## src/rtl/eep_pkg.sv

```systemverilog
package eep_pkg;

    typedef enum logic [3:0] {
        ST_IDLE,
        ST_DEV,
        ST_DEV_ACK,
        ST_WADDR,
        ST_WADDR_ACK,
        ST_WDATA,
        ST_WDATA_ACK,
        ST_RDATA,
        ST_RACK,
        ST_IGNORE
    } eep_state_e;

    function automatic logic is_rx_state(eep_state_e s);
        return (s == ST_DEV) || (s == ST_WADDR) || (s == ST_WDATA);
    endfunction

    function automatic logic is_ack_state(eep_state_e s);
        return (s == ST_DEV_ACK) || (s == ST_WADDR_ACK) || (s == ST_WDATA_ACK);
    endfunction

endpackage

```

## src/rtl/eep_sync.sv

```systemverilog
module eep_sync #(
    parameter int STAGES = 2
) (
    input  logic clk,
    input  logic rst_n,
    input  logic scl_i,
    input  logic sda_i,
    output logic scl_s,
    output logic sda_s,
    output logic scl_rise,
    output logic scl_fall,
    output logic start_evt,
    output logic stop_evt
);

    localparam int LINES = 2;

    logic [LINES-1:0] line_in;
    logic [LINES-1:0] line_s;
    logic [LINES-1:0] line_q;

    assign line_in = {sda_i, scl_i};

    generate
        for (genvar g = 0; g < LINES; g++) begin : g_line
            logic [STAGES-1:0] chain;
            always_ff @(posedge clk or negedge rst_n) begin
                if (!rst_n) begin
                    chain <= '1;
                end else begin
                    chain <= {chain[STAGES-2:0], line_in[g]};
                end
            end
            assign line_s[g] = chain[STAGES-1];
        end
    endgenerate

    always_ff @(posedge clk or negedge rst_n) begin
        if (!rst_n) begin
            line_q <= '1;
        end else begin
            line_q <= line_s;
        end
    end

    assign scl_s     = line_s[0];
    assign sda_s     = line_s[1];
    assign scl_rise  =  line_s[0] & ~line_q[0];
    assign scl_fall  = ~line_s[0] &  line_q[0];
    assign start_evt =  line_s[0] &  line_q[0] &  line_q[1] & ~line_s[1];
    assign stop_evt  =  line_s[0] &  line_q[0] & ~line_q[1] &  line_s[1];

endmodule

```

## src/rtl/eep_mem.sv

```systemverilog
module eep_mem #(
    parameter int DEPTH = 256,
    parameter int DW    = 8,
    localparam int AW   = $clog2(DEPTH)
) (
    input  logic          clk,
    input  logic          rst_n,
    input  logic          wr_en,
    input  logic [AW-1:0] wr_addr,
    input  logic [DW-1:0] wr_data,
    input  logic [AW-1:0] rd_addr,
    output logic [DW-1:0] rd_data
);

    logic [DW-1:0] cells [DEPTH];

    always_ff @(posedge clk or negedge rst_n) begin
        if (!rst_n) begin
            for (int i = 0; i < DEPTH; i++) begin
                cells[i] <= '0;
            end
        end else if (wr_en) begin
            cells[wr_addr] <= wr_data;
        end
    end

    assign rd_data = cells[rd_addr];

endmodule

```

## src/rtl/eep_fsm.sv

```systemverilog
module eep_fsm
    import eep_pkg::*;
#(
    parameter int         AW         = 8,
    parameter int         PAGE_BYTES = 8,
    parameter logic [3:0] DEV_PREFIX = 4'b1010,
    parameter logic [2:0] DEV_STRAP  = 3'b000,
    localparam int        PW         = $clog2(PAGE_BYTES)
) (
    input  logic          clk,
    input  logic          rst_n,
    input  logic          sda_s,
    input  logic          scl_rise,
    input  logic          scl_fall,
    input  logic          start_evt,
    input  logic          stop_evt,
    input  logic [7:0]    rd_data,
    output logic          wr_en,
    output logic [AW-1:0] ptr,
    output logic [7:0]    wr_data,
    output logic          sda_pull,
    output eep_state_e    state
);

    eep_state_e    state_d;
    logic [2:0]    cnt, cnt_d;
    logic [7:0]    shreg, shreg_d;
    logic [AW-1:0] ptr_d;
    logic          full, full_d;
    logic          rw, rw_d;
    logic          nack, nack_d;
    logic          pull_d;

    // Next state and datapath
    always_comb begin
        state_d = state;
        cnt_d   = cnt;
        shreg_d = shreg;
        ptr_d   = ptr;
        full_d  = full;
        rw_d    = rw;
        nack_d  = nack;
        wr_en   = 1'b0;

        if (start_evt) begin
            state_d = ST_DEV;
            cnt_d   = '0;
            full_d  = 1'b0;
        end else if (stop_evt) begin
            state_d = ST_IDLE;
            cnt_d   = '0;
            full_d  = 1'b0;
        end else begin
            unique case (state)
                ST_IDLE, ST_IGNORE: begin
                end
                ST_DEV, ST_WADDR, ST_WDATA: begin
                    if (scl_rise) begin
                        shreg_d = {shreg[6:0], sda_s};
                        cnt_d   = cnt + 3'd1;
                        if (cnt == 3'd7) begin
                            full_d = 1'b1;
                        end
                    end else if (scl_fall && full) begin
                        full_d = 1'b0;
                        cnt_d  = '0;
                        if (state == ST_DEV) begin
                            if (shreg[7:1] == {DEV_PREFIX, DEV_STRAP}) begin
                                rw_d    = shreg[0];
                                state_d = ST_DEV_ACK;
                            end else begin
                                state_d = ST_IGNORE;
                            end
                        end else if (state == ST_WADDR) begin
                            ptr_d   = shreg[AW-1:0];
                            state_d = ST_WADDR_ACK;
                        end else begin
                            wr_en   = 1'b1;
                            ptr_d   = {ptr[AW-1:PW], ptr[PW-1:0] + 1'b1};
                            state_d = ST_WDATA_ACK;
                        end
                    end
                end
                ST_DEV_ACK: begin
                    if (scl_fall) begin
                        cnt_d = '0;
                        if (rw) begin
                            shreg_d = rd_data;
                            ptr_d   = ptr + 1'b1;
                            state_d = ST_RDATA;
                        end else begin
                            state_d = ST_WADDR;
                        end
                    end
                end
                ST_WADDR_ACK: begin
                    if (scl_fall) begin
                        cnt_d   = '0;
                        state_d = ST_WDATA;
                    end
                end
                ST_WDATA_ACK: begin
                    if (scl_fall) begin
                        cnt_d   = '0;
                        state_d = ST_WDATA;
                    end
                end
                ST_RDATA: begin
                    if (scl_fall) begin
                        if (cnt == 3'd7) begin
                            cnt_d   = '0;
                            state_d = ST_RACK;
                        end else begin
                            shreg_d = {shreg[6:0], 1'b1};
                            cnt_d   = cnt + 3'd1;
                        end
                    end
                end
                ST_RACK: begin
                    if (scl_rise) begin
                        nack_d = sda_s;
                    end else if (scl_fall) begin
                        if (nack) begin
                            state_d = ST_IGNORE;
                        end else begin
                            shreg_d = rd_data;
                            ptr_d   = ptr + 1'b1;
                            cnt_d   = '0;
                            state_d = ST_RDATA;
                        end
                    end
                end
                default: begin
                    state_d = ST_IDLE;
                end
            endcase
        end
    end

    // State register
    always_ff @(posedge clk or negedge rst_n) begin
        if (!rst_n) begin
            state <= ST_IDLE;
            cnt   <= '0;
            shreg <= '0;
            ptr   <= '0;
            full  <= 1'b0;
            rw    <= 1'b0;
            nack  <= 1'b0;
        end else begin
            state <= state_d;
            cnt   <= cnt_d;
            shreg <= shreg_d;
            ptr   <= ptr_d;
            full  <= full_d;
            rw    <= rw_d;
            nack  <= nack_d;
        end
    end

    // Output decode, registered so the pin moves only with state changes
    always_comb begin
        pull_d = 1'b0;
        if (is_ack_state(state_d)) begin
            pull_d = 1'b1;
        end else if (state_d == ST_RDATA) begin
            pull_d = ~shreg_d[7];
        end
    end

    always_ff @(posedge clk or negedge rst_n) begin
        if (!rst_n) begin
            sda_pull <= 1'b0;
        end else begin
            sda_pull <= pull_d;
        end
    end

    assign wr_data = shreg;

endmodule

```

## src/rtl/i2c_eeprom_target.sv

```systemverilog
module i2c_eeprom_target
    import eep_pkg::*;
#(
    parameter int         MEM_BYTES   = 256,
    parameter int         PAGE_BYTES  = 8,
    parameter logic [3:0] DEV_PREFIX  = 4'b1010,
    parameter logic [2:0] DEV_STRAP   = 3'b000,
    parameter int         SYNC_STAGES = 2
) (
    input  logic clk,
    input  logic rst_n,
    input  logic scl_i,
    input  logic sda_i,
    output logic sda_pull_o
);

    localparam int AW = $clog2(MEM_BYTES);

    logic          scl_s, sda_s, scl_rise, scl_fall, start_evt, stop_evt;
    logic          wr_en;
    logic [AW-1:0] ptr;
    logic [7:0]    wr_data, rd_data;
    eep_state_e    state;

    eep_sync #(.STAGES(SYNC_STAGES)) u_sync (
        .clk       (clk),
        .rst_n     (rst_n),
        .scl_i     (scl_i),
        .sda_i     (sda_i),
        .scl_s     (scl_s),
        .sda_s     (sda_s),
        .scl_rise  (scl_rise),
        .scl_fall  (scl_fall),
        .start_evt (start_evt),
        .stop_evt  (stop_evt)
    );

    eep_fsm #(
        .AW         (AW),
        .PAGE_BYTES (PAGE_BYTES),
        .DEV_PREFIX (DEV_PREFIX),
        .DEV_STRAP  (DEV_STRAP)
    ) u_fsm (
        .clk       (clk),
        .rst_n     (rst_n),
        .sda_s     (sda_s),
        .scl_rise  (scl_rise),
        .scl_fall  (scl_fall),
        .start_evt (start_evt),
        .stop_evt  (stop_evt),
        .rd_data   (rd_data),
        .wr_en     (wr_en),
        .ptr       (ptr),
        .wr_data   (wr_data),
        .sda_pull  (sda_pull_o),
        .state     (state)
    );

    eep_mem #(.DEPTH(MEM_BYTES), .DW(8)) u_mem (
        .clk     (clk),
        .rst_n   (rst_n),
        .wr_en   (wr_en),
        .wr_addr (ptr),
        .wr_data (wr_data),
        .rd_addr (ptr),
        .rd_data (rd_data)
    );

endmodule

```

## config.mk

```make
export PLATFORM = sky130hd
export DESIGN_NAME = i2c_eeprom_target
export DESIGN_NICKNAME = d
export VERILOG_FILES = /design/src/rtl/eep_pkg.sv /design/src/rtl/eep_sync.sv /design/src/rtl/eep_mem.sv /design/src/rtl/eep_fsm.sv /design/src/rtl/i2c_eeprom_target.sv
export SDC_FILE = /design/constraint.sdc
export NUM_CORES = 2
export LEC_CHECK = 0
export BUFFER_PORTS_ARGS = -buffer_cell sky130_fd_sc_hd__buf_4
export CAP_MARGIN = 25
export CELL_PAD_IN_SITES_DETAIL_PLACEMENT = 0
export CELL_PAD_IN_SITES_GLOBAL_PLACEMENT = 1
export CORE_ASPECT_RATIO = 1.75
export CORE_MARGIN = 2
export CORE_UTILIZATION = 50
export DETAILED_ROUTE_END_ITERATION = 8
export PLACE_DENSITY = 0.75
export RECOVER_POWER = 25
export SLEW_MARGIN = 40
export SYNTH_ARGS = -nofsm -noshare
export SYNTH_HDL_FRONTEND = slang
export SYNTH_SLANG_ARGS = --single-unit
```

## constraint.sdc

```tcl
create_clock -name clk -period 3 [get_ports clk]
set_input_delay 0.45 -clock clk [delete_from_list [all_inputs] [get_ports clk]]
set_output_delay 0.45 -clock clk [all_outputs]
set_load 0.01 [all_outputs]
```

# ---- Yosys cells after proc, flatten, opt, wreduce, memory -nomap -nowiden
# Index checks and enable logic that the tools add are counted.
dict set report totals {
  regBits 2081
  input_bits 4
  output_inout_bits 1
  wordCells 414
}
dict set report op_classes {
  n_addsub 3
  order_cmp 2
  n_eq_ne 34
  n_mux 69
  n_bitwise 16
  n_reduce_logical 21
}
# operator count
set ops {}
lappend ops {{2048-bit bitwise mux} 1}
lappend ops {{8-bit 2-to-1 mux} 22}
lappend ops {{8-bit binary-select mux with 8-bit select} 1}
lappend ops {{8-bit demux with 8-bit select} 1}
lappend ops {{4-bit 2-to-1 mux} 13}
lappend ops {{3-bit 2-to-1 mux} 11}
lappend ops {{8-bit case mux with 4 select lines} 1}
lappend ops {{4-bit by 3-bit equality test with 1-bit output (second input constant)} 7}
lappend ops {{4-bit case mux with 6 select lines} 1}
lappend ops {{8-bit case mux with 3 select lines} 1}
lappend ops {{11-bit AND reduction} 2}
lappend ops {{1-bit 2-to-1 mux} 15}
lappend ops {{7-bit AND reduction} 2}
lappend ops {{4-bit by 2-bit equality test with 1-bit output (second input constant)} 3}
lappend ops {{2-bit by 1-bit != test with 1-bit output (second input constant)} 6}
lappend ops {{2-bit != test (second input constant)} 6}
lappend ops {{3-bit case mux with 4 select lines} 1}
lappend ops {{12-bit AND reduction} 1}
lappend ops {{9-bit greater-or-equal comparator (second input constant)} 1}
lappend ops {{9-bit by 1-bit < comparator with 1-bit output (second input constant)} 1}
lappend ops {{8-bit NOT with 9-bit output} 1}
lappend ops {{8-bit by 1-bit adder with 8-bit output (second input constant)} 1}
lappend ops {{4-bit equality test (second input constant)} 2}
lappend ops {{4-bit by 1-bit != test with 1-bit output (second input constant)} 2}
lappend ops {{other kinds (20)} 42}

# ---- Longest topological paths before layout
dict set report logic_depth {
  depth_word 13
  mapped_depth 13
  depth_no_buf 9
}

# ---- Hierarchy
# A second synthesis with hierarchy kept.
dict set report unflattened {
  cells_unflattened 6270
  hier_area_um2 95137.5
}
# mod n_inst cells_per_inst area_each_um2 seq_area_each_um2
set by_module_without_submodules {}
lappend by_module_without_submodules {eep_mem 1 6013 92955.4 51249.2}
lappend by_module_without_submodules {eep_fsm 1 247 1991.9 675.6}
lappend by_module_without_submodules {eep_sync 1 10 190.2 157.7}

# ---- Worst setup path before layout
# Ideal clock, no wire load.
dict set report synth_timing {
  path_kind {reg-to-reg}
  from {register u_fsm.ptr[1]}
  to {register u_mem.cells[1456] (netlist name)}
  t_arrival_ns 2.740
  required_ns 2.875
  setup_slack_ns 0.135
  path_stages_with_launch 11
  path_cell_list {dfrtp_1 buf_2 buf_2 buf_1 buf_2 inv_1 ha_1 nand3_1 buf_1 nor2_2 mux2_2}
}
dict set report synth_between {
  elab_chain_cells 6
}
# item line
set synth_lines {}
lappend synth_lines {{start: declaration} eep_fsm.sv:19} ;# output logic [AW-1:0] ptr,
lappend synth_lines {{start signal: assignment} eep_fsm.sv:154} ;# ptr <= ptr_d;
lappend synth_lines {{8-bit NOT with 9-bit output (implied by the code) *} eep_mem.sv:23} ;# cells[wr_addr] <= wr_data;
lappend synth_lines {{9-bit greater-or-equal comparator (implied by the code) / 9-bit by 1-bit < comparator with 1-bit output (equally long branches)} eep_mem.sv:23}
lappend synth_lines {{1-bit logical AND (implied by the code)} eep_mem.sv:23}
lappend synth_lines {{8-bit 2-to-1 mux (implied by the code)} eep_mem.sv:23}
lappend synth_lines {{8-bit demux with 8-bit select *} eep_mem.sv:23}
lappend synth_lines {{2048-bit bitwise mux *} eep_mem.sv:23}
lappend synth_lines {{end signal: indexed assignment} eep_mem.sv:23}
lappend synth_lines {{end: declaration} eep_mem.sv:15} ;# logic [DW-1:0] cells [DEPTH];
# Every way passes the cells marked *; elsewhere a longest branch is shown, timed or not.
# A chain may end at the register's enable or synchronous reset.

# ---- Worst setup path after layout
dict set report layout_timing {
  from {register u_fsm.ptr[0]}
  to {register u_fsm.shreg[1], in the netlist u_fsm.wr_data[1]}
}
dict set report layout_between {
  elab_chain_cells 8
}
# item line
set layout_lines {}
lappend layout_lines {{8-bit NOT with 9-bit output (implied by the code) *} eep_mem.sv:27} ;# assign rd_data = cells[rd_addr];
lappend layout_lines {{8-bit binary-select mux with 8-bit select *} eep_mem.sv:27}
lappend layout_lines {{8-bit 2-to-1 mux (implied by the code) * (2 in series)} eep_mem.sv:27}
lappend layout_lines {{8-bit 2-to-1 mux} eep_fsm.sv:123} ;# if (nack) begin
lappend layout_lines {{8-bit 2-to-1 mux} eep_fsm.sv:122} ;# end else if (scl_fall) begin
lappend layout_lines {{8-bit 2-to-1 mux} eep_fsm.sv:120} ;# if (scl_rise) begin
lappend layout_lines {{8-bit case mux with 4 select lines *} eep_fsm.sv:54} ;# unique case (state)
lappend layout_lines {{end signal: assignment} eep_fsm.sv:153} ;# shreg <= shreg_d;
lappend layout_lines {{end: declaration} eep_fsm.sv:27} ;# logic [7:0] shreg, shreg_d;
# Every way passes the cells marked *; elsewhere a longest branch is shown, timed or not. The select of a mux whose other input is x is not followed.

==> results.py <==
metrics = {
    "clock_tree": {
        "numClockSinks": 2081,
        "htree_levels": 4,
        "clk_latency_ns": 0.85,
        "numCtsBuffers": 194,
        "cts_tree": "yes",
        "clockRootBuffer": "clkbuf_16",
        "clockBufferDepth": 4,
        "path_clk_slew_ns": 0.07,
    },
    "grt": {
        "grt_pass1_wl_um": 407900,
        "gr-usage-met1_pct": 33.75,
        "grt_pass1_vias": 60299,
        "grt.total_usage_pct": 28.22,
        "grt_max_degree": 179,
        "use_met3_pct": 3.585,
        "gr-total-overflow": 0,
        "grt-busiest-layer": "met2",
        "antenna_found_initial": 4,
        "grt_use_met2_pct": 49.78,
    },
    "setup_path": {
        "endpoint_kind": "flop",
        "reg2reg_to": "u_fsm.wr_data[1]",
        "worstSetupStartpointType": "flop",
        "required_ns": 3.73,
        "r2r_start": "u_fsm.ptr[0]",
        "r2r_cells": 11,
        "worstPathArrival_ns": 4.06,
        "rrSetupSlack_ns": -0.33,
        "critPathMaxFanout": 7,
        "critPathKind": "flop to flop",
    },
    "route": {
        "viasPerCell": 6.153,
        "avgRoutedWirePerCell_um": 30.08,
        "detail-route-antenna-nets": 0,
        "drc": 0,
        "wl_um": 272000,
        "dr_total_vias": 55646,
        "drtPass1Iterations": 6,
        "drtIter0Drc": 3649,
    },
    "timing": {
        "rsz0062_at_grt": "yes",
        "fin_ws_ns": -0.3272,
        "finalCriticalPeriod_ns": 3.327,
        "finalMaxSlewViolations": 80,
        "max_freq_mhz": 300.6,
        "finClkSkew_ns": 0.06160,
        "setup_viol": 9,
        "min_period_over_period_pct": 110.9,
        "timing_hold_violations_final": 0,
        "worstMarginPinSlew_ns": 1.773,
        "holdWs_ns": 0.2795,
        "slew_headroom_pct": -18.18,
    },
    "floorplanning": {
        "die_h_um": 582.3,
        "num_rows": 212,
        "die_x_um": 334.4,
        "ios": 5,
        "die_area_um2": 194700,
        "initial_core_util_pct": 50.24,
        "core-area_um2": 190200,
    },
    "cells_and_area": {
        "fin_nets": 6454,
        "fin_util_pct": 59.05,
        "drive_gt1_share_pct": 60.86,
        "fill_cells": 14477,
        "area_delta_synth_final_pct": 17.55,
    },
    "worst_hold_path": {
        "whs_path_depth": 2,
        "hold_path.class": "input pin to flop",
        "whs_endpoint": "u_sync.g_line[1].chain[0]",
        "min_from": "sda_i",
    },
    "logic_synthesis": {
        "synth-compound-area-share_pct": 1.151,
        "syn_area_per_cell_um2": 16.07,
        "yosys.area_share.simple_pct": 3.091,
        "synth_most_common_cell": "dfrtp_1",
        "yosys.area.top_type": "dfrtp_1",
        "ys_ff_latch": 2081,
        "ys_async_sr_fraction_pct": 100.0,
        "synth_top_family_by_area": "multiplexers",
        "synth_nets": 5957,
        "syn-instance-count": 5947,
        "synthAdderAreaFrac_pct": 0.07858,
        "ys.warnings.count": 0,
        "yosysTopAreaCellShare_pct": 54.35,
        "synthFlopType": "dfrtp_1",
        "yosysSeqAreaShare_pct": 54.51,
        "synth_area_um2": 95540,
        "synth_edf_count": 0,
        "ys_top_cells_by_count": "2075 x dfrtp_1, 2055 x mux2_2, 606 x mux4_2, 301 x clkbuf_1, 147 x nor2_2",
        "synth_xor_area_share_pct": 0.01833,
        "synth_area_leaders": "dfrtp_1 54%, mux2_2 24%, mux4_2 14%",
        "synthDistinctLibCells": 63,
        "muxShareOfSynthArea_pct": 39.05,
    },
    "outcome": {
        "status": "complete, but fails checks",
        "failed_checks": "capacitance limit, slew limit, setup timing",
    },
    "job": {
        "max_cap_viol_count": 1,
    },
    "power_and_ir_drop": {
        "leakage_nw": 51.70,
        "ir_worst_vdd_uv": 429.4,
        "power_density_nw_per_um2": 489.7,
        "p_total_mw": 55.00,
    },
    "place": {
        "portBuffers": 4,
        "dp_hpwl_um": 185100,
        "place_congestion": 0.9075,
    },
}
==> layout make-up <==
class / instances / area, µm² / share of cell area [%]
multi-input combinational: 3402 / 42210 / 37.59
inverter: 8 / 33.78 / 0.03008
tap: 2461 / 3079 / 2.742
clock inverter: 46 / 509.2 / 0.4534
antenna: 5 / 12.51 / 0.01114
clock buffer: 283 / 5856 / 5.214
sequential: 2081 / 52130 / 46.41
timing repair buffer: 757 / 8479 / 7.550
==> power breakdown <==
group          internal (mW)  total (mW)  switching (mW)
Sequential              28.1        28.2           0.106
Combinational          0.229        1.65            1.42
Clock                   14.3        25.2            10.9
==> layer usage <==
metal | routed length, µm | vias up | part of all wire, %
met2 | 143100 | 1355 | 53
li1 | - | 23190 | -
met4 | 16180 | 2 | 5.9
met1 | 102300 | 30482 | 38
met3 | 10360 | 617 | 3.8
met5 | 13 | - | 0.0048
==> critical path, cell delays in order (launching register included) <==
cell and delay [ns]:
dfrtp_4 0.47, buf_12 0.19, buf_16 0.18, buf_12 0.11, buf_16 0.12, mux4_2 0.52
mux4_2 0.51, nor2b_1 0.24, a31oi_1 0.22, buf_4 0.20, a41oi_1 0.12, a221o_1 0.27
==> sequential cells by signal, indices dropped and copies added (netlist names) <==
signal               flops
u_fsm.cnt                3
u_fsm.full               1
u_fsm.nack               1
u_fsm.ptr                8
u_fsm.rw                 1
u_fsm.sda_pull           1
u_fsm.state              4
u_fsm.wr_data            8
u_mem.cells           2048
u_sync.g_line.chain      4
u_sync.line_q            2
==> repair_timing <==
action,in CTS,in global routing
hold endpoints to repair,63,0
buffers inserted,53,34
pin swaps,16,27
setup endpoints to repair,404,274
resized for setup,131,72
gates cloned,1,3
hold buffers,3,0
==> stage by stage <==
step                      setup WS, ns  area, µm²  std cells  TNS, ns
after CTS                      -0.3051     111800       8999   -1.928
after global routing           -0.3463     112300       9042   -2.836
after global placement         -0.4967     104100       8610   -28.69
after detailed placement       -0.5004     104200       8613   -22.79
final                          -0.3272     112300       9043   -2.287
after floorplan                 0.1352      95540       5947        0
==> cell families (layout without fill, tap and decap cells) <==
logic type	after synthesis	count (layout)
compound gates	165	165
xor+xnor	2	2
fa+ha+maj	6	6
buf+inv	464	1094
flops	2081	2081
mux	2713	2713
other cells	0	5
simple gates	516	516
==> cell usage in the layout (no fill, tap or decap), types with 39 or more instances in the layout <==
master	instances
dfrtp_1	2062
mux2_2	2055
mux4_2	606
buf_4	462
clkbuf_16	202
buf_12	184
nor2_2	113
nor2_4	89
nor2_1	79
nand2_1	58
clkbuf_8	56
mux2i_1	51
nand3_1	45
clkbuf_1	39
==> worst max path at each step <==
stage / cells past startpoint / startpoint / end / slack [ns]
2_1_floorplan: 10 / u_fsm.ptr[1] / u_mem.cells[1456] / 0.14
3_3_place_gp: 10 / u_fsm.ptr[0] / u_fsm.wr_data[1] / -0.50
3_5_place_dp: 10 / u_fsm.ptr[0] / u_fsm.wr_data[1] / -0.50
4_1_cts: 10 / u_fsm.ptr[0] / u_fsm.wr_data[1] / -0.31
5_1_grt: 10 / u_fsm.ptr[0] / u_fsm.wr_data[1] / -0.35
6_report: 11 / u_fsm.ptr[0] / u_fsm.wr_data[1] / -0.33
Note: power is estimated with default switching activity, not from simulation.
